[config.mk]
export PLATFORM = sky130hd
export DESIGN_NAME = tdm_cascade_node
export DESIGN_NICKNAME = d
export VERILOG_FILES = /design/src/rtl/tdm_cascade_pkg.sv /design/src/rtl/tdm_frame_timer.sv /design/src/rtl/tdm_local_shifter.sv /design/src/rtl/tdm_group_delay.sv /design/src/rtl/tdm_cascade_node.sv
export SDC_FILE = /design/constraint.sdc
export NUM_CORES = 1
export LEC_CHECK = 0
export ABC_CLOCK_PERIOD_IN_PS = 1900
export CORE_MARGIN = 10
export CORE_UTILIZATION = 30
export CTS_CLUSTER_SIZE = 10
export DETAILED_ROUTE_END_ITERATION = 8
export PLACE_DENSITY_LB_ADDON = 0.25
export SYNTH_ARGS = -nofsm -noshare
export SYNTH_HDL_FRONTEND = slang
export SYNTH_SLANG_ARGS = --single-unit
[constraint.sdc]
create_clock -name clk -period 1.9 [get_ports clk]
set_input_delay 0.38 -clock clk [delete_from_list [all_inputs] [get_ports clk]]
set_output_delay 0.38 -clock clk [all_outputs]
set_load 0.02 [all_outputs]
[src/rtl/tdm_cascade_pkg.sv]
package tdm_cascade_pkg;

  // Source selected for the next serial bit.
  typedef enum logic [1:0] {
    PH_IDLE  = 2'd0,
    PH_OWN   = 2'd1,
    PH_RELAY = 2'd2
  } tdm_phase_t;

  function automatic int unsigned group_bits(input int unsigned slot_w,
                                             input int unsigned slots);
    return slot_w * slots;
  endfunction

  function automatic int unsigned frame_bits(input int unsigned slot_w,
                                             input int unsigned slots,
                                             input int unsigned depth);
    return slot_w * slots * depth;
  endfunction

endpackage

[src/rtl/tdm_frame_timer.sv]
module tdm_frame_timer
  import tdm_cascade_pkg::*;
#(
  parameter int unsigned FRAME_BITS = 256,
  parameter int unsigned GROUP_BITS = 64,
  localparam int unsigned PW = $clog2(FRAME_BITS)
) (
  input  logic          clk,
  input  logic          rst,
  input  logic          bit_en,
  input  logic          frame_sync,
  output tdm_phase_t    phase_nxt,
  output logic          frame_active,
  output logic [PW-1:0] bit_pos
);

  localparam logic [PW:0] GRP_L = (PW+1)'(GROUP_BITS);
  localparam logic [PW:0] FRM_L = (PW+1)'(FRAME_BITS);

  logic [PW:0] pos_p1;

  assign pos_p1 = {1'b0, bit_pos} + 1'b1;

  // Source of the bit that the next enable edge places on the line.
  always_comb begin
    if (frame_sync)           phase_nxt = PH_OWN;
    else if (!frame_active)   phase_nxt = PH_IDLE;
    else if (pos_p1 < GRP_L)  phase_nxt = PH_OWN;
    else if (pos_p1 < FRM_L)  phase_nxt = PH_RELAY;
    else                      phase_nxt = PH_IDLE;
  end

  always_ff @(posedge clk) begin
    if (rst) begin
      bit_pos      <= '0;
      frame_active <= 1'b0;
    end else if (bit_en) begin
      if (frame_sync) begin
        bit_pos      <= '0;
        frame_active <= 1'b1;
      end else if (frame_active) begin
        if (pos_p1 >= FRM_L) frame_active <= 1'b0;
        else                 bit_pos      <= pos_p1[PW-1:0];
      end
    end
  end

  // a frame sync always restarts the position at bit 0
  p_restart_r8: assert property (@(posedge clk) disable iff (rst)
    (bit_en && frame_sync) |=> (bit_pos == '0 && frame_active));

  // frame position holds between bit enables
  p_pos_hold_r7: assert property (@(posedge clk) disable iff (rst)
    !bit_en |=> ($stable(bit_pos) && $stable(frame_active)));

endmodule

[src/rtl/tdm_local_shifter.sv]
module tdm_local_shifter #(
  parameter int unsigned WIDTH = 64
) (
  input  logic             clk,
  input  logic             rst,
  input  logic             bit_en,
  input  logic             frame_sync,
  input  logic [WIDTH-1:0] samples,
  output logic             own_bit
);

  logic [WIDTH-1:0] snap;

  // The frame's first bit goes straight from the port. The rest are
  // captured in the same edge so that all four slots come from one sample instant.
  assign own_bit = frame_sync ? samples[WIDTH-1] : snap[WIDTH-1];

  always_ff @(posedge clk) begin
    if (rst) begin
      snap <= '0;
    end else if (bit_en) begin
      if (frame_sync) snap <= {samples[WIDTH-2:0], 1'b0};
      else            snap <= {snap[WIDTH-2:0], 1'b0};
    end
  end

endmodule

[src/rtl/tdm_group_delay.sv]
module tdm_group_delay #(
  parameter int unsigned DEPTH = 63
) (
  input  logic clk,
  input  logic bit_en,
  input  logic din,
  output logic tap
);

  // Plain enabled shift line without reset. It suits shift-register
  // primitives and is always refilled before a frame reads it.
  logic [DEPTH-1:0] line;

  always_ff @(posedge clk) begin
    if (bit_en) line <= {line[DEPTH-2:0], din};
  end

  assign tap = line[DEPTH-1];

endmodule

[src/rtl/tdm_cascade_node.sv]
module tdm_cascade_node
  import tdm_cascade_pkg::*;
#(
  parameter int unsigned SLOT_W         = 16,
  parameter int unsigned SLOTS_PER_NODE = 4,
  parameter int unsigned CHAIN_DEPTH    = 4,
  parameter int unsigned NODE_INDEX     = 0
) (
  input  logic                             clk,
  input  logic                             rst,
  input  logic                             bit_en,
  input  logic                             frame_sync,
  input  logic [SLOTS_PER_NODE*SLOT_W-1:0] local_samples,
  input  logic                             chain_in,
  output logic                             chain_out
);

  localparam int unsigned GROUP_BITS = group_bits(SLOT_W, SLOTS_PER_NODE);
  localparam int unsigned FRAME_BITS = frame_bits(SLOT_W, SLOTS_PER_NODE, CHAIN_DEPTH);
  localparam int unsigned PW         = $clog2(FRAME_BITS);
  localparam int unsigned LW         = SLOTS_PER_NODE * SLOT_W;
  localparam bit          TERMINAL   = (NODE_INDEX == CHAIN_DEPTH - 1);
  localparam logic [PW-1:0] RELAY_FROM = PW'(GROUP_BITS - 1);

  tdm_phase_t    phase_nxt;
  logic          frame_active;
  logic [PW-1:0] bit_pos;
  logic          own_bit;
  logic          relay_bit;

  tdm_frame_timer #(
    .FRAME_BITS (FRAME_BITS),
    .GROUP_BITS (GROUP_BITS)
  ) u_timer (
    .clk          (clk),
    .rst          (rst),
    .bit_en       (bit_en),
    .frame_sync   (frame_sync),
    .phase_nxt    (phase_nxt),
    .frame_active (frame_active),
    .bit_pos      (bit_pos)
  );

  tdm_local_shifter #(
    .WIDTH (LW)
  ) u_local (
    .clk        (clk),
    .rst        (rst),
    .bit_en     (bit_en),
    .frame_sync (frame_sync),
    .samples    (local_samples),
    .own_bit    (own_bit)
  );

  // Register output and tap together form one group of delay: the line
  // holds GROUP_BITS-1 bits and the output flop holds the last one.
  generate
    if (TERMINAL) begin : g_terminal
      assign relay_bit = 1'b0 & chain_in;
    end else begin : g_relay
      tdm_group_delay #(
        .DEPTH (GROUP_BITS - 1)
      ) u_delay (
        .clk    (clk),
        .bit_en (bit_en),
        .din    (chain_in),
        .tap    (relay_bit)
      );
    end
  endgenerate

  always_ff @(posedge clk) begin
    if (rst) begin
      chain_out <= 1'b0;
    end else if (bit_en) begin
      unique case (phase_nxt)
        PH_OWN:   chain_out <= own_bit;
        PH_RELAY: chain_out <= relay_bit;
        default:  chain_out <= 1'b0;
      endcase
    end
  end

  // frame bit 0 is the MSB of slot 0 sampled at the sync edge
  p_first_bit_r1: assert property (@(posedge clk) disable iff (rst)
    (bit_en && frame_sync) |=> (chain_out == $past(local_samples[LW-1])));

  // outside a frame the line stays low
  p_idle_low_r6: assert property (@(posedge clk) disable iff (rst)
    (bit_en && !frame_sync && !frame_active) |=> (chain_out == 1'b0));

  // the line only moves on bit enables
  p_hold_r7: assert property (@(posedge clk) disable iff (rst)
    !bit_en |=> $stable(chain_out));

  generate
    if (TERMINAL) begin : g_term_chk
      // the farthest stage sends zeros in every relay position
      p_term_zero_r5: assert property (@(posedge clk) disable iff (rst)
        (bit_en && !frame_sync && frame_active && bit_pos >= RELAY_FROM)
          |=> (chain_out == 1'b0));
    end
  endgenerate

endmodule

# Yosys cells after proc, flatten, opt, wreduce, memory -nomap -nowiden
# Index checks and enable logic that the tools add are counted.
# word_totals
word_cells,27
input_bits,69
reg_bits,137
output_inout_bits,1
# op_classes
n_reduce_logical,2
n_eq_ne,3
muxes,13
n_addsub,1
magnitude_cmp,3
# op_table
cell,count
64-bit 2-to-1 mux,1
8-bit 2-to-1 mux,3
"8-bit by 1-bit adder with 9-bit output, second input constant",1
"9-bit greater-or-equal comparator, second input constant",1
"9-bit by 7-bit < comparator with 1-bit output, second input constant",1
"9-bit < comparator, second input constant",1
2-bit 2-to-1 mux,4
1-bit 2-to-1 mux,4
3-bit AND reduction,1
"2-bit by 1-bit equality test with 1-bit output, second input constant",1
"2-bit equality test, second input constant",1
"2-bit != test, second input constant",1
1-bit case mux with 2 select lines,1
2-bit nonzero test,1

# Longest topological paths before layout
# logic_depth
depth_word,8
ltp_mapped,9
mapped_depth_nobuf,9

# Modules after synthesis
# Synthesis repeated with hierarchy kept, for this count alone.
# unflattened
cells_unflattened,423
hier_area_um2,5370.2
# by_module_without_submodules
module,cells_each,area_per_inst_um2,n_inst,seq_area_each_um2
tdm_local_shifter,281,2802.7,1,1261.2
tdm_group_delay,63,1891.8,1,1891.8
tdm_frame_timer,70,594.3,1,180.2
tdm_cascade_node,9,81.3,1,20.0

# Worst setup path before layout
# Ideal clock, no wire load.
# synth_timing
kind,flip-flop to flip-flop
startpoint,reg u_timer.bit_pos[0]
endpoint,reg chain_out
t_arrival_ps,1956
path_buffers,0
path_slack_ps,-184
required_time_ps,1772
setup_time_ps,128
path_stages_with_launch,10
cell_sequence,dfxtp_1 > ha_1 > and4_4 > a211oi_1 > a31o_2 > or3_1 > ha_1 > a22o_1 > a22oi_1 > nor2_1
# synth_via
elab_chain_len,8
# synth_lines
element,line_no,rtl
start: declaration,tdm_frame_timer.sv:14,output logic [PW-1:0] bit_pos
start signal: assignment,tdm_frame_timer.sv:43,else bit_pos <= pos_p1[PW-1:0];
8-bit by 1-bit adder with 9-bit output (*),tdm_frame_timer.sv:22,"assign pos_p1 = {1'b0, bit_pos} + 1'b1;"
9-bit < comparator,tdm_frame_timer.sv:29,else if (pos_p1 < FRM_L) phase_nxt = PH_RELAY;
2-bit 2-to-1 mux,tdm_frame_timer.sv:29,
2-bit 2-to-1 mux (*),tdm_frame_timer.sv:28,else if (pos_p1 < GRP_L) phase_nxt = PH_OWN;
2-bit 2-to-1 mux (*),tdm_frame_timer.sv:27,else if (!frame_active) phase_nxt = PH_IDLE;
2-bit 2-to-1 mux (*),tdm_frame_timer.sv:26,if (frame_sync) phase_nxt = PH_OWN;
2-bit equality test / 2-bit by 1-bit equality test with 1-bit output (equally long branches),tdm_cascade_node.sv:76,unique case (phase_nxt)
1-bit case mux with 2 select lines (*),tdm_cascade_node.sv:76,
end signal: assignment,tdm_cascade_node.sv:77,PH_OWN: chain_out <= own_bit;
end signal: assignment,tdm_cascade_node.sv:78,PH_RELAY: chain_out <= relay_bit;
end: declaration,tdm_cascade_node.sv:15,output logic chain_out
# Mark *: on every way between the ends. The rest lies on a longest branch, timed or not.
# A chain may end at the register's enable or synchronous reset.

# Worst setup path after layout
# layout_timing
startpoint,reg u_timer.bit_pos[1]
endpoint,reg chain_out
# Same word-level chain as after synthesis.

==> results.md <==
- Critical Path Fanout Max: 4
- Total Routed Length: 10800 um
- Setup violators final: 1
- Hold depth: 1
- CP Cell Sequence: ha_4 -> and4_4 -> a211oi_1 -> a31o_2 -> or3_1 -> ha_2 -> nor2_1 -> a22oi_1 -> nor2_1
- Type of origin of the critical path: flip-flop
- Worst EP required: 2.19 ns
- Fmax: 500 MHz
- Largest net degree at the start of global routing: 67
- Clk pwr share: 0.451
- Critical path data arrival time: 2.29 ns
- Die width: 152 um
- P_int: between 5 and 6 mW
- Pre-antenna DRT Iters: 4
- Post-Syn Area: 5230 sq um
- Routed Antenna Nets: 0
- Critical path buffers and inverters: 0
- Clk slew on worst S/H paths: 0.05 ns
- Core box area: 17200 sq um
- Tmin final: 2.00 ns
- Final core occ: 0.399
- Sw Share: 0.208
- Total power divided by cell area: 1030 nW/um^2
- Worst R2R Start: u_timer.bit_pos[1]
- Skew-Pair Late Insertion Delay: 0.41 ns
- Seq cells post-synth: 136
- Fin nets: 569
- Layout filler cell count: 1677
- FF-to-FF End: chain_out
- Critical path class: reg2reg
- Failing checks: negative setup slack
- CP max stage delay: 0.35 ns
- Clock Sink Count: 136
- Chip Height: approximately 150 um
- Peak supply drop: 0.000652 V
- CTS buffer count: 17
- CTS Hold Bufs: 0
- Gp weighted congestion: 0.746
- Run status: finished with violations
- Grt ovf: 0
- Min setup slack post-route: -0.0999 ns
- # diodes: 0
- R2R depth: 9
- Area after DPL: between 6000 and 7000 sq um
- Comb power frac: 0.076
- Design Area, Final: approximately 7000 sq um
- Ys flop type: dfxtp_1
- Main area contributors after synthesis: edfxtp_1 (36%), dfxtp_1 (28%), mux2i_1 (12%)
- Number of synthesized flops with an enable pin: 63
- Avg Synthesized Cell Area: between 10 and 15 sq um
- Number of global-route vias before repair: 3474
- Hold Vio Cnt, Final: 0
- Yosys cell types: 38
- Crit-path leading delay family: simple AND/OR/NAND/NOR gates
- Slew Viols, Final: 0
- Slew margin rel.: 0.665
- Synth top area share: 0.362
- Root Buffer: clkbuf_16
- FP Rows: 48
- Drt initial violations: 112
- Net Switching: ~1.5 mW
- Hold EP: g_relay.u_delay.line[42]
- Syn Nets: 493
- Most frequent CP cell: nor2_1
- Skew final: 0.00395 ns
- Layout cell share with drive strength beyond 1: 0.108
- Io pins: 70
- Crit end category: flip-flop
- Area grow syn2layout: 30.9%
- Wire length per cell: 14.7 um
- Longest Clk Path Bufs: 2
- First-pass GRT wire length: 17900 um
- PortBufs: 69
- Leading area contributor after synthesis: edfxtp_1
- CTS tree: done
- H-tree Lvls: 4
- GRT Total Usage: 0.0944
- Sequential share of the synthesized area: 0.641
- Worst min path class: in2reg
- Post-DP HPWL: between 7000 and 8000 um
- R2R Setup Slk: -0.1 ns
- Via count: roughly 3500
- Reg power frac: 0.473
- Total design power: 7.02 mW
- Static leakage: 2.54 nW
- Starting Density: 0.304
- Die area: 23100 sq um
- Max-cap viol count: 0
- Hold WS: 0.353 ns
- Cell count after synthesis: 421
- Ys Warns: 0
- Final worst path period share: 1.05
- Tightest Pin Transition: just over 0.5 ns
- Vias/cell: 4.70
- FFs w/ async S/R, synth: 0
- RSZ-0062 raised after global routing: yes
- DRC Markers: 0
- Initial antenna violation count: 0
- CP max-delay cell: dfxtp_4
- Hold path startpoint: bit_en
-- synthesized netlist by cell type, types with 2 or more instances --
library cell and instances:
dfxtp_1 73, nor2_1 71, a211oi_1 64, edfxtp_1 63, mux2i_1 62, clkbuf_1 20
buf_2 9, nand3_1 6, nand4_1 6, a21oi_1 5, nand2_1 4, ha_1 3
inv_1 3, o21ai_1 3, xor2_1 3, a31oi_1 2, o211ai_1 2, or3_1 2
-- final cells by class --
| cell class | instances | area, sq um | area share |
|---|---|---|---|
| Clock inverter | 12 | 133 | 0.0194 |
| Inverter | 4 | 15.0 | 0.00219 |
| Sequential cell | 136 | 3360 | 0.491 |
| Clock buffer | 20 | 437 | 0.0638 |
| Tap cell | 225 | 282 | 0.0411 |
| Timing Repair Buffer | 88 | 877 | 0.128 |
| Multi-Input combinational cell | 250 | 1740 | 0.254 |
-- power groups by stage --
stage | sequential, mW | combinational (mW) | clock [mW]
6_report | 3.32 | 0.532 | 3.17
5_1_grt | 3.34 | 0.591 | 3.39
4_1_cts | 3.32 | 0.541 | 3.27
3_5_place_dp | 3.38 | 0.538 | 0
3_3_place_gp | 3.38 | 0.528 | 0
2_1_floorplan | 3.36 | 0.291 | 0
-- through the flow --
| step | cells | worst slack, ns | setup TNS, ns |
|---|---|---|---|
| 5_1_grt | 735 | -0.206 | -0.206 |
| 2_1_floorplan | 421 | -0.0861 | -0.0861 |
| 3_3_place_gp | 702 | -0.0874 | -0.0874 |
| 4_1_cts | 735 | -0.105 | -0.105 |
| 3_5_place_dp | 702 | -0.127 | -0.127 |
| 6_report | 735 | -0.0999 | -0.0999 |
-- timing repair --
item                                    4_1_cts  5_1_grt
resized for setup                             1        0
endpoints found under the hold margin         0        0
endpoints found under the setup margin        1        1
buffers inserted                              1        0
pin swaps                                     1        0
-- sequential cells by signal (all words and copies together), names as in the netlist --
name	cells
u_timer.bit_pos	8
chain_out	1
u_timer.frame_active	1
g_relay.u_delay.line	63
u_local.snap	63
-- metal layers --
metal	track usage	up-vias	part of all wire
li1	-	1723	-
met3	0.0274	10	0.036
met2	0.148	68	0.49
met1	0.118	1656	0.46
met5	0	-	0
met4	0.0413	0	0.013
-- kinds of logic (layout without fill, tap and decap cells) --
group | after synthesis | after routing | synth area share
xor gates and xnor gates | 3 | 3 | 0.00502
adders and majority gates | 3 | 3 | 0.00718
buffers and inverters | 35 | 124 | 0.0287
and+or+nand+nor | 96 | 96 | 0.0792
DFF | 136 | 136 | 0.641
AOI/OAI and AO/OA | 85 | 85 | 0.118
muxes | 63 | 63 | 0.121
-- cells in the final DEF (no fill, tap or decap), types with 4 or more instances in the layout --
cell type	Yosys	routed
clkdlybuf4s50_1	0	66
nand4_1	6	6
clkinv_2	0	4
nand3_1	6	6
clkbuf_16	0	17
clkinv_1	0	4
buf_4	0	16
nor2_1	71	71
mux2i_1	62	62
nand2_1	4	4
a211oi_1	64	64
edfxtp_1	63	63
dfxtp_1	73	71
a21oi_1	5	5
buf_12	0	4
-- worst reg2reg max path, stage by stage, from the launching register on --
cell and delay, ns:
dfxtp_4 0.35, ha_4 0.13, and4_4 0.22, a211oi_1 0.08, a31o_2 0.25, or3_1 0.31
ha_2 0.32, nor2_1 0.03, a22oi_1 0.15, nor2_1 0.06
-- worst max-delay path by stage --
stage,start,to,depth (start not counted)
finish,u_timer.bit_pos[1],chain_out,9
detailed placement,u_timer.bit_pos[1],chain_out,9
floorplan,u_timer.bit_pos[1],chain_out,9
global placement,u_timer.bit_pos[1],chain_out,9
CTS,u_timer.bit_pos[1],chain_out,9
global route,u_timer.bit_pos[1],chain_out,9
No activity file was read; power rests on OpenSTA's default activity.
